--- config.mk ---
export PLATFORM = sky130hd
export DESIGN_NAME = periph_sec_gate
export DESIGN_NICKNAME = d
export VERILOG_FILES = /design/src/rtl/psg_pkg.sv /design/src/rtl/psg_access_check.sv /design/src/rtl/psg_irq.sv /design/src/rtl/psg_ctrl.sv /design/src/rtl/periph_sec_gate.sv
export SDC_FILE = /design/constraint.sdc
export NUM_CORES = 1
export LEC_CHECK = 0
export ABC_AREA = 1
export BUFFER_PORTS_ARGS = -buffer_cell sky130_fd_sc_hd__buf_2
export CAP_MARGIN = 25
export CORE_AREA = 5 5 537 539
export DETAILED_ROUTE_END_ITERATION = 12
export DIE_AREA = 0 0 542 544
export PLACE_DENSITY = 0.32
export SETUP_SLACK_MARGIN = 0.5
export SLEW_MARGIN = 20
export SYNTH_ARGS = -nofsm -noshare
export SYNTH_HDL_FRONTEND = slang
export SYNTH_SLANG_ARGS = --single-unit
--- constraint.sdc ---
create_clock -name clk -period 2.05 [get_ports clk]
set_input_delay 0 -clock clk [delete_from_list [all_inputs] [get_ports clk]]
set_output_delay 0 -clock clk [all_outputs]
set_load 0.1 [all_outputs]
--- src/rtl/psg_pkg.sv ---
package psg_pkg;
    typedef enum logic [1:0] {
        ST_IDLE = 2'd0,
        ST_FWD  = 2'd1,
        ST_RESP = 2'd2,
        ST_DENY = 2'd3
    } psg_state_e;

    localparam int SIZE_W = 2;
endpackage

--- src/rtl/psg_access_check.sv ---
module psg_access_check #(
    parameter int          NPORTS       = 16,
    parameter logic [15:0] SEC_BYPASS   = 16'h0000,
    parameter logic [15:0] PORT_PRESENT = 16'hFFFF,
    localparam int         PW           = (NPORTS > 1) ? $clog2(NPORTS) : 1
) (
    input  logic [PW-1:0]     port,
    input  logic              secure,
    input  logic              user,
    input  logic [NPORTS-1:0] nonsec_q,
    input  logic [NPORTS-1:0] user_ok_q,
    output logic              deny
);
    logic [NPORTS-1:0] refuse_vec;

    // one decision slice per port, the request's index then picks one
    for (genvar g = 0; g < NPORTS; g++) begin : g_port
        logic world_bad;
        logic priv_bad;
        if (SEC_BYPASS[g]) begin : g_byp
            assign world_bad = 1'b0;
        end else begin : g_chk
            assign world_bad = (secure == nonsec_q[g]);
        end
        assign priv_bad      = user && !user_ok_q[g];
        assign refuse_vec[g] = !PORT_PRESENT[g] || world_bad || priv_bad;
    end

    always_comb begin
        if (int'(port) < NPORTS) deny = refuse_vec[port];
        else                     deny = 1'b1;
    end
endmodule

--- src/rtl/psg_irq.sv ---
module psg_irq (
    input  logic clk,
    input  logic rst_n,
    input  logic deny_evt,
    input  logic irq_clr,
    input  logic irq_en,
    output logic irq
);
    logic status_q;

    always_ff @(posedge clk or negedge rst_n) begin
        if (!rst_n)        status_q <= 1'b0;
        else if (irq_clr)  status_q <= 1'b0;
        else if (deny_evt) status_q <= 1'b1;
    end

    assign irq = status_q && irq_en;


    clr_wins_chk: assert property (@(posedge clk) disable iff (!rst_n)
        irq_clr |=> !status_q);

    sticky_hold_chk: assert property (@(posedge clk) disable iff (!rst_n)
        (status_q && !irq_clr) |=> status_q);

    set_on_deny_chk: assert property (@(posedge clk) disable iff (!rst_n)
        (deny_evt && !irq_clr) |=> status_q);
endmodule

--- src/rtl/psg_ctrl.sv ---
module psg_ctrl
    import psg_pkg::*;
#(
    parameter int  NPORTS = 16,
    parameter int  AW     = 32,
    parameter int  DW     = 64,
    localparam int PW     = (NPORTS > 1) ? $clog2(NPORTS) : 1
) (
    input  logic               clk,
    input  logic               rst_n,
    input  logic               up_valid,
    output logic               up_ready,
    input  logic [PW-1:0]      up_port,
    input  logic [AW-1:0]      up_addr,
    input  logic               up_write,
    input  logic [DW-1:0]      up_wdata,
    input  logic [SIZE_W-1:0]  up_size,
    input  logic               up_secure,
    input  logic               up_user,
    input  logic               deny,
    input  logic               err_mode,
    output logic               up_rvalid,
    output logic [DW-1:0]      up_rdata,
    output logic               up_err,
    output logic               deny_evt,
    output logic [NPORTS-1:0]  dn_valid,
    input  logic [NPORTS-1:0]  dn_ready,
    output logic [AW-1:0]      dn_addr,
    output logic               dn_write,
    output logic [DW-1:0]      dn_wdata,
    output logic [SIZE_W-1:0]  dn_size,
    output logic               dn_secure,
    output logic               dn_user,
    input  logic [NPORTS-1:0]  dn_rvalid,
    input  logic [NPORTS*DW-1:0] dn_rdata,
    input  logic [NPORTS-1:0]  dn_err
);
    psg_state_e state_q, state_d;
    logic [PW-1:0] port_q;
    logic          accept;
    logic          sel_ready, sel_rvalid, sel_err;
    logic [DW-1:0] sel_rdata;

    assign accept   = up_valid && (state_q == ST_IDLE);
    assign deny_evt = accept && deny;

    always_comb begin
        sel_ready  = 1'b0;
        sel_rvalid = 1'b0;
        sel_err    = 1'b0;
        sel_rdata  = '0;
        if (int'(port_q) < NPORTS) begin
            sel_ready  = dn_ready[port_q];
            sel_rvalid = dn_rvalid[port_q];
            sel_err    = dn_err[port_q];
            sel_rdata  = dn_rdata[int'(port_q)*DW +: DW];
        end
    end

    // state register and captured request
    always_ff @(posedge clk or negedge rst_n) begin
        if (!rst_n) begin
            state_q   <= ST_IDLE;
            port_q    <= '0;
            dn_addr   <= '0;
            dn_write  <= 1'b0;
            dn_wdata  <= '0;
            dn_size   <= '0;
            dn_secure <= 1'b0;
            dn_user   <= 1'b0;
        end else begin
            state_q <= state_d;
            if (accept) begin
                port_q    <= up_port;
                dn_addr   <= up_addr;
                dn_write  <= up_write;
                dn_wdata  <= up_wdata;
                dn_size   <= up_size;
                dn_secure <= up_secure;
                dn_user   <= up_user;
            end
        end
    end

    // transitions: allow, refuse, granted, returned, answered
    always_comb begin
        state_d = state_q;
        unique case (state_q)
            ST_IDLE: if (accept) state_d = deny ? ST_DENY : ST_FWD;
            ST_FWD:  if (sel_ready) state_d = ST_RESP;
            ST_RESP: if (sel_rvalid) state_d = ST_IDLE;
            ST_DENY: state_d = ST_IDLE;
            default: state_d = ST_IDLE;
        endcase
    end

    // outputs
    for (genvar g = 0; g < NPORTS; g++) begin : g_dnv
        assign dn_valid[g] = (state_q == ST_FWD) && (int'(port_q) == g);
    end

    always_comb begin
        up_ready  = 1'b0;
        up_rvalid = 1'b0;
        up_rdata  = '0;
        up_err    = 1'b0;
        unique case (state_q)
            ST_IDLE: up_ready = 1'b1;
            ST_FWD:  ;
            ST_RESP: begin
                up_rvalid = sel_rvalid;
                up_rdata  = sel_rdata;
                up_err    = sel_err;
            end
            ST_DENY: begin
                up_rvalid = 1'b1;
                up_err    = err_mode;
            end
            default: ;
        endcase
    end


    deny_local_chk: assert property (@(posedge clk) disable iff (!rst_n)
        (accept && deny) |=> (up_rvalid && (dn_valid == '0) && !up_ready));

    deny_zero_data_chk: assert property (@(posedge clk) disable iff (!rst_n)
        (accept && deny) |=> (up_rdata == '0));

    deny_err_mode_chk: assert property (@(posedge clk) disable iff (!rst_n)
        (accept && deny) |=> (up_err == err_mode));

    fwd_start_chk: assert property (@(posedge clk) disable iff (!rst_n)
        (accept && !deny) |=> ($countones(dn_valid) == 1));

    one_target_chk: assert property (@(posedge clk) disable iff (!rst_n)
        $onehot0(dn_valid));

    fwd_hold_chk: assert property (@(posedge clk) disable iff (!rst_n)
        ((dn_valid != '0) && !sel_ready) |=> ($stable(dn_valid) && $stable(dn_addr)));
endmodule

--- src/rtl/periph_sec_gate.sv ---
module periph_sec_gate
    import psg_pkg::*;
#(
    parameter int          NPORTS       = 16,
    parameter int          AW           = 32,
    parameter int          DW           = 64,
    parameter logic [15:0] SEC_BYPASS   = 16'h0000,
    parameter logic [15:0] PORT_PRESENT = 16'hFFFF,
    localparam int         PW           = (NPORTS > 1) ? $clog2(NPORTS) : 1
) (
    input  logic                 clk,
    input  logic                 rst_n,
    input  logic                 up_valid,
    output logic                 up_ready,
    input  logic [PW-1:0]        up_port,
    input  logic [AW-1:0]        up_addr,
    input  logic                 up_write,
    input  logic [DW-1:0]        up_wdata,
    input  logic [1:0]           up_size,
    input  logic                 up_secure,
    input  logic                 up_user,
    output logic                 up_rvalid,
    output logic [DW-1:0]        up_rdata,
    output logic                 up_err,
    input  logic [NPORTS-1:0]    cfg_nonsec,
    input  logic [NPORTS-1:0]    cfg_user_ok,
    input  logic                 cfg_err_resp,
    input  logic                 irq_en,
    input  logic                 irq_clr,
    output logic                 irq,
    output logic [NPORTS-1:0]    dn_valid,
    input  logic [NPORTS-1:0]    dn_ready,
    output logic [AW-1:0]        dn_addr,
    output logic                 dn_write,
    output logic [DW-1:0]        dn_wdata,
    output logic [1:0]           dn_size,
    output logic                 dn_secure,
    output logic                 dn_user,
    input  logic [NPORTS-1:0]    dn_rvalid,
    input  logic [NPORTS*DW-1:0] dn_rdata,
    input  logic [NPORTS-1:0]    dn_err
);
    logic [NPORTS-1:0] nonsec_q, user_ok_q;
    logic              err_mode_q;
    logic              deny, deny_evt;

    always_ff @(posedge clk or negedge rst_n) begin
        if (!rst_n) begin
            nonsec_q   <= '0;
            user_ok_q  <= '0;
            err_mode_q <= 1'b0;
        end else begin
            nonsec_q   <= cfg_nonsec;
            user_ok_q  <= cfg_user_ok;
            err_mode_q <= cfg_err_resp;
        end
    end

    psg_access_check #(
        .NPORTS(NPORTS), .SEC_BYPASS(SEC_BYPASS), .PORT_PRESENT(PORT_PRESENT)
    ) u_check (
        .port(up_port), .secure(up_secure), .user(up_user),
        .nonsec_q(nonsec_q), .user_ok_q(user_ok_q), .deny(deny)
    );

    psg_ctrl #(.NPORTS(NPORTS), .AW(AW), .DW(DW)) u_ctrl (
        .clk(clk), .rst_n(rst_n),
        .up_valid(up_valid), .up_ready(up_ready), .up_port(up_port),
        .up_addr(up_addr), .up_write(up_write), .up_wdata(up_wdata),
        .up_size(up_size), .up_secure(up_secure), .up_user(up_user),
        .deny(deny), .err_mode(err_mode_q),
        .up_rvalid(up_rvalid), .up_rdata(up_rdata), .up_err(up_err),
        .deny_evt(deny_evt),
        .dn_valid(dn_valid), .dn_ready(dn_ready), .dn_addr(dn_addr),
        .dn_write(dn_write), .dn_wdata(dn_wdata), .dn_size(dn_size),
        .dn_secure(dn_secure), .dn_user(dn_user),
        .dn_rvalid(dn_rvalid), .dn_rdata(dn_rdata), .dn_err(dn_err)
    );

    psg_irq u_irq (
        .clk(clk), .rst_n(rst_n), .deny_evt(deny_evt),
        .irq_clr(irq_clr), .irq_en(irq_en), .irq(irq)
    );


    cfg_follow_chk: assert property (@(posedge clk) disable iff (!rst_n)
        1'b1 |=> (nonsec_q == $past(cfg_nonsec)));
endmodule

[After elaboration in Yosys (flattened, before gate mapping)]
Index checks and enable logic that the tools add are counted.
Storage, ports and cells
  bits in registers: 141
  input port bits: 1215
  word-level logic and storage cells: 142
Operators by class
  $lt $le $gt $ge: 2
  equality and inequality tests: 37
  shifts and indexed selects: 1
  mux-type cells: 19
  reductions and logical operators: 71
Operators with widths (count)
  $shiftx A1024 B11 Y64: 1
  $mux W64: 1
  $logic_and A1 B1 Y1: 35
  $eq A4 B4 Y1 const B: 8
  $bmux W1 S4: 4
  $eq A1 B1 Y1: 16
  $eq A4 B3 Y1 const B: 4
  $logic_not A1 Y1: 16
  $logic_or A1 B1 Y1: 16
  $lt A4 B5 Y1 const B: 2
  $eq A4 B2 Y1 const B: 2
  $mux W2: 4
  $pmux W2 S4: 1
  $mux W1: 7
  $ne A2 B1 Y1 const B: 3
  $eq A2 B2 Y1 const B: 2
  $eq A4 B1 Y1 const B: 1
  $logic_not A4 Y1: 1
  $pmux W1 S2: 2
  $reduce_and A3 Y1: 1
  $eq A2 B1 Y1 const B: 1
  $logic_not A2 Y1: 1
  $reduce_bool A2 Y1: 1

[Longest topological paths before layout]
  depth in word-level cells: 8
  depth in mapped cells: 12
  depth with buffers taken out: 10

[By module]
Synthesis repeated with hierarchy kept, for this count alone.
Second synthesis, totals
  cells, all modules: 2185
  area total of the unflattened synthesis: 13515.5 um^2
By module, submodules not included
  psg_ctrl: times used 1, cells each 2026, area an instance 12137.9 um^2, seq. area each 2677.6 um^2
  periph_sec_gate: times used 1, cells each 33, area an instance 825.8 um^2, seq. area each 825.8 um^2
  psg_access_check: times used 1, cells each 121, area an instance 511.7 um^2, seq. area each 0.0 um^2
  psg_irq: times used 1, cells each 5, area an instance 40.0 um^2, seq. area each 25.0 um^2

[Worst setup path before layout]
No wires, ideal clock.
  kind: reg2reg
  start: register u_ctrl.state_q[0]
  end: register u_irq.status_q
  setup time: 0.077 ns
  arrival: 2.694 ns
  data required time: 1.973 ns
  path slack: -0.722 ns
  stages on the path, launching flop included: 7
  path buffers: 1
  period minus slack after synthesis: 2.772 ns
  cells stage by stage: dfrtp_1 > nor2_1 > nand2_1 > inv_2 > clkbuf_1 > nand2_1 > a21oi_1
On the way
  longest elaborated chain between the ends: 4
Ends and longest elaborated chain
  start, declared: RTL line psg_ctrl.sv:38  | psg_state_e state_q, state_d;
  start signal, assigned: RTL line psg_ctrl.sv:72  | state_q <= state_d;
  $logic_not A2 Y1: RTL line psg_ctrl.sv:44  | assign accept = up_valid && (state_q == ST_IDLE);
  $logic_and A1 B1 Y1: RTL line psg_ctrl.sv:44
  $logic_and A1 B1 Y1: RTL line psg_ctrl.sv:45  | assign deny_evt = accept && deny;
  $reduce_bool A2 Y1 (no line)
  end signal, assigned: RTL line psg_irq.sv:12  | if (!rst_n) status_q <= 1'b0;
  end signal, assigned: RTL line psg_irq.sv:13  | else if (irq_clr) status_q <= 1'b0;
  end signal, assigned: RTL line psg_irq.sv:14  | else if (deny_evt) status_q <= 1'b1;
  end, declared: RTL line psg_irq.sv:9  | logic status_q;
Every way passes these cells.
A chain may end at the register's enable or synchronous reset.

[Final worst setup path]
  start: register u_ctrl.port_q[1]
  end: output port up_rdata[31]
On the way
  longest elaborated chain between the ends: 2
Ends and longest elaborated chain
  start, declared: RTL line psg_ctrl.sv:39  | logic [PW-1:0] port_q;
  start signal, assigned: RTL line psg_ctrl.sv:74  | port_q <= up_port;
  $shiftx A1024 B11 Y64: RTL line psg_ctrl.sv:56  | sel_rdata = dn_rdata[int'(port_q)*DW +: DW];
  $mux W64: RTL line psg_ctrl.sv:107  | unique case (state_q)
  end, declared: RTL line periph_sec_gate.sv:23  | output logic [DW-1:0] up_rdata,
Every way passes these cells.

==> impl_metrics.json <==
{
  "status": "finished with violations",
  "violations": "negative setup slack",
  "core_sq_um": 283000,
  "syn_avg_cell_area_sq_um": 6.93,
  "maxCapViolCount": 0,
  "nFillCells": 32854,
  "fin_nets": 4941,
  "hpwl_mm": 196,
  "skew_ns": 0.00979,
  "routedWlPerCell_microns": 30.2,
  "holdWs_ns": 0.0185,
  "antenna_found_initial": 210,
  "hold_class": "in2async",
  "grt_overflow_total": 0,
  "period_share": 1.42,
  "first_iter_violations": 1470,
  "critical_path_class": "reg2out",
  "fp-row-count": 196,
  "worstSkewPairLatency_ns": 0.49,
  "antenna_left": 0,
  "worst_path_max_delay_cell": "dfrtp_2",
  "syn_inst": 1849,
  "initial_utilization": 0.0452,
  "critPathRequiredTime_ns": 2.05,
  "clkTransAtPathRegs_ns": 0.08,
  "power_density_nw_per_um2": 1790,
  "boundaryPins": 1400,
  "cts_made_buffers": 17,
  "synth_nets": 3064,
  "synthArstFlopShare": 1.00,
  "drt_pass1_iterations": 5,
  "startpoint_type": "flop",
  "slowest_delay_ns": 0.45,
  "yosys_most_used_dff": "dfrtp_1",
  "placed_cells": 7125,
  "cts_buffer_depth": 2,
  "end_kind": "output port",
  "hold_viol": 0,
  "timing.fmax_ghz": 0.343,
  "finalMaxSlewViolations": 0,
  "ir_worst_vdd_mv": 1.15,
  "worstPathArrival_ns": 2.92,
  "setup_viol": 79,
  "period_needed_ns": 2.92,
  "netlist_area_sq_um": 12800,
  "drive_above_1_share": 0.691,
  "synth_seq_area_share": 0.275,
  "final_core_util": 0.131,
  "grt_pass1_wl_mm": 277,
  "ys_types": 27,
  "post_drt_via_cell_ratio": 3.22,
  "routed_wl_mm": 228,
  "crit_chain": "buf_6 > nor2_8 > buf_12 > buf_12 > buf_16 > buf_16 > a22oi_2 > buf_4 > nand2_2 > buf_6 > nand2_2 > nand2_2 > o31a_4 > buf_12",
  "rsz0062_at_grt": "true",
  "via_count": 24349,
  "die-area_sq_um": 295000,
  "ys_ff_latch": 141,
  "place_congestion": 0.905,
  "ys_warn_count": 0,
  "cts_root_buf": "clkbuf_16",
  "die_y_microns": 544,
  "cp_max_fo": 7,
  "grt_pass1_vias": 25151,
  "port_buffers": 1399,
  "drcViolationCount": 0,
  "worst_pin_slew_ns": 0.693,
  "slew_headroom": 0.541,
  "dp_slack_ns": -1.35,
  "grt_use_total": 0.145,
  "setup_slack_ns": -0.868,
  "grt_max_degree": 59,
  "leakagePower_nw": 15.9,
  "cts_sinks": 141,
  "cts_max_level": 4,
  "die_x_microns": 542,
  "stdcell_count": 7554,
  "syn_to_final_growth_pct": 191,
  "cts_tree": "built",
  "synth-edff-count": 0
}
-- layout make-up --
class                           count  area (sq um)  share of cell area
Antenna cell                       53           133             0.00356
Clock buffer                       18           429              0.0115
Clock inverter                     14           184             0.00493
Inverter                           34           221             0.00594
Multi-Input combinational cell   1496         11700               0.314
Sequential cell                   141          3530              0.0947
Tap cell                         3762          4710               0.126
Timing Repair Buffer             2036         16400               0.439
-- worst paths after layout --
| path | startpoint | endpoint | slack [ns] | cells after the start |
|---|---|---|---|---|
| hold reg to reg | u_ctrl.dn_wdata[45]$_DFFE_PN0N_ | u_ctrl.dn_wdata[45]$_DFFE_PN0N_ | 0.47 | 2 |
| setup reg to reg | u_ctrl.port_q[1]$_DFFE_PN0N_ | u_ctrl.state_q[1]$_DFFE_PN0P_ | -0.48 | 16 |
| max in group asynchronous | rst_n | u_ctrl.dn_wdata[20]$_DFFE_PN0N_ | 1.36 | 3 |
| hold / removal | rst_n | u_ctrl.dn_addr[28]$_DFFE_PN0N_ | 0.02 | 2 |
| setup / recovery | u_ctrl.port_q[1]$_DFFE_PN0N_ | up_rdata[31] | -0.87 | 14 |
| min in group clk | dn_ready[6] | u_ctrl.state_q[0]$_DFFE_PN0P_ | 0.05 | 6 |
-- repair_timing --
item | 4_1_cts | 5_1_grt
pin swaps | 199 | 170
resized for setup | 655 | 279
setup endpoints to repair | 89 | 175
setup buffers | 115 | 47
hold endpoints to repair | 278 | 1
hold buffers | 139 | 1
cloned | 30 | 12
-- logic make-up after synthesis --
group	share of synthesized area
DFF	0.275
buffers and inverters	0.0841
AOI/OAI and AO/OA	0.419
and+or+nand+nor	0.222
-- power by group --
group / internal [mW] / switching, mW
Combinational: 22.0 / 36.8
Sequential: 3.83 / 0.671
Clock: 1.94 / 1.51
-- cells in the mapped netlist, types with 3 or more instances --
library cell,instances,area share
buf_4,26,0.015
buf_6,11,0.0097
nor2_8,3,0.0047
a22oi_1,528,0.31
buf_2,76,0.030
buf_1,11,0.0032
a21oi_1,217,0.085
nand3b_1,3,0.0018
clkbuf_1,54,0.016
o31a_1,29,0.020
inv_1,25,0.0073
inv_2,4,0.0012
dfrtp_1,141,0.28
o21ai_0,9,0.0035
nor2_1,53,0.016
nor3_1,37,0.014
nand3_1,21,0.0082
inv_4,3,0.0015
nand2_1,580,0.17
or2_2,8,0.0039
-- critical path: cells and delay by family (launching register included) --
kind	cells	cell delay (ns)
AOI/OAI and AO/OA	2	0.54
buffers and inverters	8	1.17
DFF	1	0.45
and+or+nand+nor	4	0.22
-- cells in the final DEF (no fill, tap or decap), types with 6 or more instances in the layout --
cell	n
buf_2	1314
nor2_1	31
nor3_2	8
or2_2	8
o21ai_0	6
buf_16	43
nor2_4	22
o31a_2	11
nand3_2	13
a22oi_2	272
clkbuf_16	30
buf_12	173
diode_2	53
o31a_4	18
nor3_4	27
nand2_4	19
buf_4	206
dfrtp_1	139
inv_1	24
buf_8	36
a21oi_2	106
a21oi_1	61
nand2_1	480
buf_6	107
nand2_2	80
dlygate4sd3_1	140
a22oi_1	256
a21oi_4	50
nand3_1	8
-- flip-flops by register name (all words and copies together), names as in the netlist --
signal,count
u_ctrl.dn_wdata,64
u_ctrl.port_q,4
u_ctrl.dn_write,1
err_mode_q,1
nonsec_q,16
u_ctrl.dn_user,1
u_ctrl.state_q,2
user_ok_q,16
u_ctrl.dn_addr,32
u_ctrl.dn_secure,1
u_ctrl.dn_size,2
u_irq.status_q,1
-- routing by layer --
metal	share of wire	wire length, microns	GRT usage
met1	0.38	85500	0.163
met5	0.0040	922	0
met3	0.13	28900	0.0776
met2	0.47	107000	0.242
met4	0.026	5960	0.0322
-- stage by stage --
stage | power (mW) | setup TNS, ns | instance area (sq um)
floorplan | 28.6 | 0 | 13700
global placement | 50.0 | -38.55 | 28500
detailed placement | 49.9 | -37.60 | 28500
CTS | 64.6 | -58.70 | 35200
global route | 70.1 | -60.38 | 37200
finish | 66.8 | -50.76 | 37300
(Power assumes the default switching activity.)
